## src/rtl/combiner_pkg.sv

```systemverilog
package combiner_pkg;
  localparam int SRC_PER_GROUP   = 8;
  localparam int GROUPS_PER_BANK = 4;
  localparam int BANK_W          = SRC_PER_GROUP * GROUPS_PER_BANK;
  localparam logic [3:0] OFF_EN_SET = 4'h0;
  localparam logic [3:0] OFF_EN_CLR = 4'h4;
  localparam logic [3:0] OFF_RAW    = 4'hC;

  function automatic logic [BANK_W-1:0] lane_mask(input int groups);
    logic [BANK_W-1:0] m;
    m = '0;
    for (int i = 0; i < BANK_W; i++)
      if (i < groups * SRC_PER_GROUP) m[i] = 1'b1;
    return m;
  endfunction
endpackage

```

## src/rtl/comb_enable_bank.sv

```systemverilog
module comb_enable_bank
  import combiner_pkg::*;
#(
  parameter logic [BANK_W-1:0] VALID_MASK = '1
) (
  input  logic              clk,
  input  logic              rst,
  input  logic              set_we,
  input  logic              clr_we,
  input  logic [BANK_W-1:0] wdata,
  output logic [BANK_W-1:0] en_q
);
  always_ff @(posedge clk) begin
    if (rst)
      en_q <= '0;
    else if (set_we)
      en_q <= en_q | (wdata & VALID_MASK);
    else if (clr_we)
      en_q <= en_q & ~wdata;
  end
endmodule

```

## src/rtl/comb_group_or.sv

```systemverilog
module comb_group_or
  import combiner_pkg::*;
(
  input  logic                     clk,
  input  logic                     rst,
  input  logic [SRC_PER_GROUP-1:0] src,
  input  logic [SRC_PER_GROUP-1:0] en,
  output logic                     irq_q
);
  always_ff @(posedge clk) begin
    if (rst) irq_q <= 1'b0;
    else     irq_q <= |(src & en);
  end
endmodule

```

## src/rtl/comb_read_mux.sv

```systemverilog
module comb_read_mux
  import combiner_pkg::*;
#(
  parameter int NUM_BANKS = 2,
  parameter int BSEL_W    = 4
) (
  input  logic [BSEL_W-1:0]           bank_sel,
  input  logic [3:0]                  offset,
  input  logic [NUM_BANKS*BANK_W-1:0] en_flat,
  input  logic [NUM_BANKS*BANK_W-1:0] raw_flat,
  output logic [BANK_W-1:0]           rd_val
);
  always_comb begin
    rd_val = '0;
    for (int k = 0; k < NUM_BANKS; k++) begin
      if (bank_sel == BSEL_W'(k)) begin
        if (offset == OFF_EN_SET || offset == OFF_EN_CLR)
          rd_val = en_flat[k*BANK_W +: BANK_W];
        else if (offset == OFF_RAW)
          rd_val = raw_flat[k*BANK_W +: BANK_W];
      end
    end
  end
endmodule

```

## src/rtl/irq_combiner.sv

```systemverilog
module irq_combiner
  import combiner_pkg::*;
#(
  parameter int NUM_GROUPS = 8,
  parameter int ADDR_W     = 8
) (
  input  logic                              clk,
  input  logic                              rst,
  input  logic                              bus_wr,
  input  logic                              bus_rd,
  input  logic [ADDR_W-1:0]                 bus_addr,
  input  logic [BANK_W-1:0]                 bus_wdata,
  output logic [BANK_W-1:0]                 bus_rdata,
  input  logic [NUM_GROUPS*SRC_PER_GROUP-1:0] src_in,
  output logic [NUM_GROUPS-1:0]             grp_irq
);
  localparam int NUM_BANKS = (NUM_GROUPS + GROUPS_PER_BANK - 1) / GROUPS_PER_BANK;
  localparam int FLAT_W    = NUM_BANKS * BANK_W;
  localparam int BSEL_W    = ADDR_W - 4;

  logic [BSEL_W-1:0] bank_sel;
  logic [3:0]        offset;
  logic [FLAT_W-1:0] en_flat;
  logic [FLAT_W-1:0] raw_flat;
  logic [BANK_W-1:0] rd_val;

  assign bank_sel = bus_addr[ADDR_W-1:4];
  assign offset   = bus_addr[3:0];
  assign raw_flat = FLAT_W'(src_in);

  // one enable register per bank; lanes past the last group stay zero
  for (genvar k = 0; k < NUM_BANKS; k++) begin : g_bank
    localparam int LANES = (NUM_GROUPS - k*GROUPS_PER_BANK >= GROUPS_PER_BANK)
                           ? GROUPS_PER_BANK : NUM_GROUPS - k*GROUPS_PER_BANK;
    logic hit;
    assign hit = (bank_sel == BSEL_W'(k));
    comb_enable_bank #(.VALID_MASK(lane_mask(LANES))) u_bank (
      .clk    (clk),
      .rst    (rst),
      .set_we (bus_wr && hit && offset == OFF_EN_SET),
      .clr_we (bus_wr && hit && offset == OFF_EN_CLR),
      .wdata  (bus_wdata),
      .en_q   (en_flat[k*BANK_W +: BANK_W])
    );
  end

  for (genvar g = 0; g < NUM_GROUPS; g++) begin : g_grp
    comb_group_or u_or (
      .clk   (clk),
      .rst   (rst),
      .src   (src_in[g*SRC_PER_GROUP +: SRC_PER_GROUP]),
      .en    (en_flat[g*SRC_PER_GROUP +: SRC_PER_GROUP]),
      .irq_q (grp_irq[g])
    );
  end

  comb_read_mux #(.NUM_BANKS(NUM_BANKS), .BSEL_W(BSEL_W)) u_rmux (
    .bank_sel (bank_sel),
    .offset   (offset),
    .en_flat  (en_flat),
    .raw_flat (raw_flat),
    .rd_val   (rd_val)
  );

  always_ff @(posedge clk) begin
    if (rst)         bus_rdata <= '0;
    else if (bus_rd) bus_rdata <= rd_val;
    else             bus_rdata <= '0;
  end
endmodule

```

## config.mk

```make
export PLATFORM = sky130hd
export DESIGN_NAME = irq_combiner
export DESIGN_NICKNAME = d
export VERILOG_FILES = /design/src/rtl/combiner_pkg.sv /design/src/rtl/comb_enable_bank.sv /design/src/rtl/comb_group_or.sv /design/src/rtl/comb_read_mux.sv /design/src/rtl/irq_combiner.sv
export SDC_FILE = /design/constraint.sdc
export NUM_CORES = 1
export LEC_CHECK = 0
export ABC_AREA = 1
export CAP_MARGIN = 0
export CORE_MARGIN = 5
export CORE_UTILIZATION = 60
export CTS_CLUSTER_DIAMETER = 150
export CTS_CLUSTER_SIZE = 28
export DETAILED_ROUTE_END_ITERATION = 7
export DONT_BUFFER_PORTS = 1
export MAX_ROUTING_LAYER = met4
export PLACE_DENSITY = 0.76
export SETUP_SLACK_MARGIN = 0.05
export SLEW_MARGIN = 20
export SYNTH_ARGS = -nofsm -noshare
export SYNTH_HDL_FRONTEND = slang
export SYNTH_SLANG_ARGS = --single-unit
```

## constraint.sdc

```tcl
create_clock -name clk -period 3.3 [get_ports clk]
set_input_delay 0.66 -clock clk [delete_from_list [all_inputs] [get_ports clk]]
set_output_delay 0.66 -clock clk [all_outputs]
set_load 0.03 [all_outputs]
```

==> results list <==
- In the final timing run, aggregate negative setup slack is 0 ps.
* Worst setup skew after layout: between 10 and 15 ps
* Growth of design area from synthesis to finish: 2.86%
* First-pass DRT Iterations: 5
- By area the synthesized netlist is led by dfxtp_1, nand2_1, a21oi_1.
* Sw Ratio: 0.230
* Quantity of gates resized following cts: 0
- Share of post-route cells with drive strength above 1: 0.0345
* Count of synthesis-stage warnings from yosys: 0
* Number of antenna violations at the first check in global routing: 0
- The share of total power dissipated in the clock network is 0.369.
* Initial core utilization: 0.621
* Max-capacitance violation count: 0
- The root buffer cell chosen for the clock tree is clkbuf_8.
- The worst setup path is captured at a flip-flop.
- For the worst-skew pair, the clock arrives at the later sink with an insertion delay of 360 ps.
- Post-synth EDFFs: 0
- Share of total power in sequential cells: 0.595
- In the synthesized netlist the dominant register cell turns out to be dfxtp_1.
- IR analysis of the VDD net gives a maximum drop of roughly 0.22 mV.
- The initialized floorplan defines 33 standard-cell rows.
- The floorplan step set the die height to 102 um.
* Clk sinks: approximately 100
- Of the total power, combinational logic draws 0.035.
- Pint: about 0.0016 W
- Run status: complete, no violations
- Tcrit/Tclk final: 0.571
* Library cell occupying the most area in the post-synthesis netlist: dfxtp_1
- Of the synthesized area, sequential elements account for 0.406.
- Among all cell types in the netlist, the one instantiated most often is nand2_1.
* Syn Area/Cell: between 6 and 7 um^2
- WHS Path Cells: 1
- The congestion estimate from routability-driven global placement came to about 0.84.
* Post-CTS setup repair buffer count: 0
* Drt first-iter violations: about 310
- Worst reg2reg path depth: 3
- Summed over all nets, the half-perimeter wirelength after detailed placement is around 9500 um.
- Max-slew headroom: 0.392
- Top achievable clock speed: ~530 MHz
- Number of hold violations in the final report: 0
- Nets@finish: about 900
* Share of flip-flops with an asynchronous set or reset: 0
* Static leakage: between 1.5 and 2 nW
* Post-synthesis instance area: a little over 5000 um^2
- Data on the critical path is required at its endpoint by ~3600 ps.
- Type of the worst setup path: primary input to flip-flop
* RSZ-0062 raised after global routing: no
* Hold Worst Slack: 370 ps
- Gr usage total: 0.269
- The number of max-slew violations in the final report is 0.
- The analysis attributes to net switching a power of approximately 0.0005 W.
* Area enclosed by the die boundary: 10,500 um^2
* Post-layout utilization of the core: 0.639
* Synthesized netlist net count: around 920
* Total of endpoints with negative setup slack in the final report: 0
* Crit start category: primary input
* Clk slew on worst S/H paths: roughly 100 ps
* Data arrival at the endpoint of the critical path: between 2000 and 2500 ps
- Post-detailed-routing wire length: 13,900 um
* Depth of the CTS H-tree: 3
* Horizontal die dimension: between 100 and 150 um
* Max Fanout on Critical Path: 31
- After synthesis, the netlist uses 16 different library cells.
* Via count of the first global-routing pass: roughly 4.6k
- TritonCTS built the clock tree.
- Average detailed-routed wire length per instance: about 16 um
- Buffers on Ports: 0
- The first global-routing pass estimated roughly 22,000 um of wire.
* Detailed-route DRC error count: 0
- For the finished layout, the period the worst path requires is 1890 ps.
* Hold buffer count at CTS: 0
* Yosys top cell area share: 0.406
* Routed via count divided by cell count: ~5.7
- The repair_antennas step left the layout with diodes totalling 0.
* Largest net degree at the start of global routing: 70
* Total CTS buffers: 9
* Longest Clk Path Bufs: 2
- The final route contains 5,041 vias.
- Summed over all layers, the global routing overflow is 0.
- The path class of the tightest hold or removal check is primary input to flip-flop.
* Flip-flop and latch count after synthesis: 104
* Number of top-level pins: approximately 150
* Transition time at the pin with the least slew margin: ~900 ps
- Pwr dens: around 400 nW/um^2
* Placeable Area: between 8000 and 9000 um^2
- Most frequent cells after synthesis: nand2_1, dfxtp_1, a21oi_1, nand3_1, buf_2
- In the synthesized netlist, the number of instances is roughly 810.
- Antenna Nets Post-Route: 0
==> placed cells by master, fill, tap and decap left out, drive strengths merged <==
master	instances
a21oi	100
a22o	8
buf	8
bufinv	1
clkbuf	12
clkinv	3
clkinvlp	1
dfxtp	104
inv	7
nand2	445
nand3	65
nand4	8
nor2	16
o21a	4
==> final cells by class <==
class                           instances  area [um^2]
Fill cell                             783         2980
Multi-Input combinational cell        646         2740
Sequential cell                       104         2080
Clock buffer                           12          135
Tap cell                              105          131
Timing Repair Buffer                    8         97.6
Clock inverter                          4         55.1
Inverter                                8         31.3
==> power by group through the flow <==
stage	sequential [W]	clock, W	combinational (W)
finish	0.00126	0.000781	0.0000748
global route	0.00126	0.000853	0.0000823
CTS	0.00126	0.000792	0.0000749
detailed placement	0.00129	0	0.0000747
global placement	0.00129	0	0.0000737
floorplan	0.00129	0	0.0000682
==> critical path: stages <==
cell and delay, ps:
inv_1 30, nand2_1 130, nor2_4 600, buf_4 380, nand2_1 80, nand2_1 70, nand2_1 60, a21oi_1 140
==> metal layers <==
| metal | global-route usage | up-vias | wire (um) |
|---|---|---|---|
| li1 | - | 2516 | - |
| met1 | 0.332 | 2305 | 5540 |
| met2 | 0.418 | 197 | 6520 |
| met3 | 0.0799 | 23 | 1590 |
| met4 | 0.0938 | 0 | 228 |
| met5 | - | - | 0 |
==> path summary, 6_finish.rpt <==
check	start	end	slack (ps)
worst min register to register	flip-flop	flip-flop	470
worst min-delay path	rst	g_grp[6].u_or.irq_q	370
worst max register to register	flip-flop	g_grp[3].u_or.irq_q	2400
worst max-delay path	bus_addr[0]	bus_rdata[15]	1410
==> through the flow <==
| step | power (W) | std cells | setup WS [ps] | cell area [um^2] |
|---|---|---|---|---|
| final | 0.00211 | 887 | 1410 | 5270 |
| after global routing | 0.00219 | 887 | 1250 | 5270 |
| after CTS | 0.00213 | 887 | 1430 | 5270 |
| after detailed placement | 0.00136 | 871 | 1060 | 5080 |
| after global placement | 0.00136 | 871 | 1110 | 5080 |
| after floorplan | 0.00135 | 813 | 1720 | 5130 |
==> cells by family (layout without fill, tap and decap cells) <==
logic type	Yosys count	after routing	share of synthesized area
flip-flops	104	104	0.406
AO/OA/AOI/OAI	112	112	0.117
AND/OR/NAND/NOR	534	534	0.418
buffers and inverters	63	32	0.0593
Note: power is estimated with default switching activity, not from simulation.
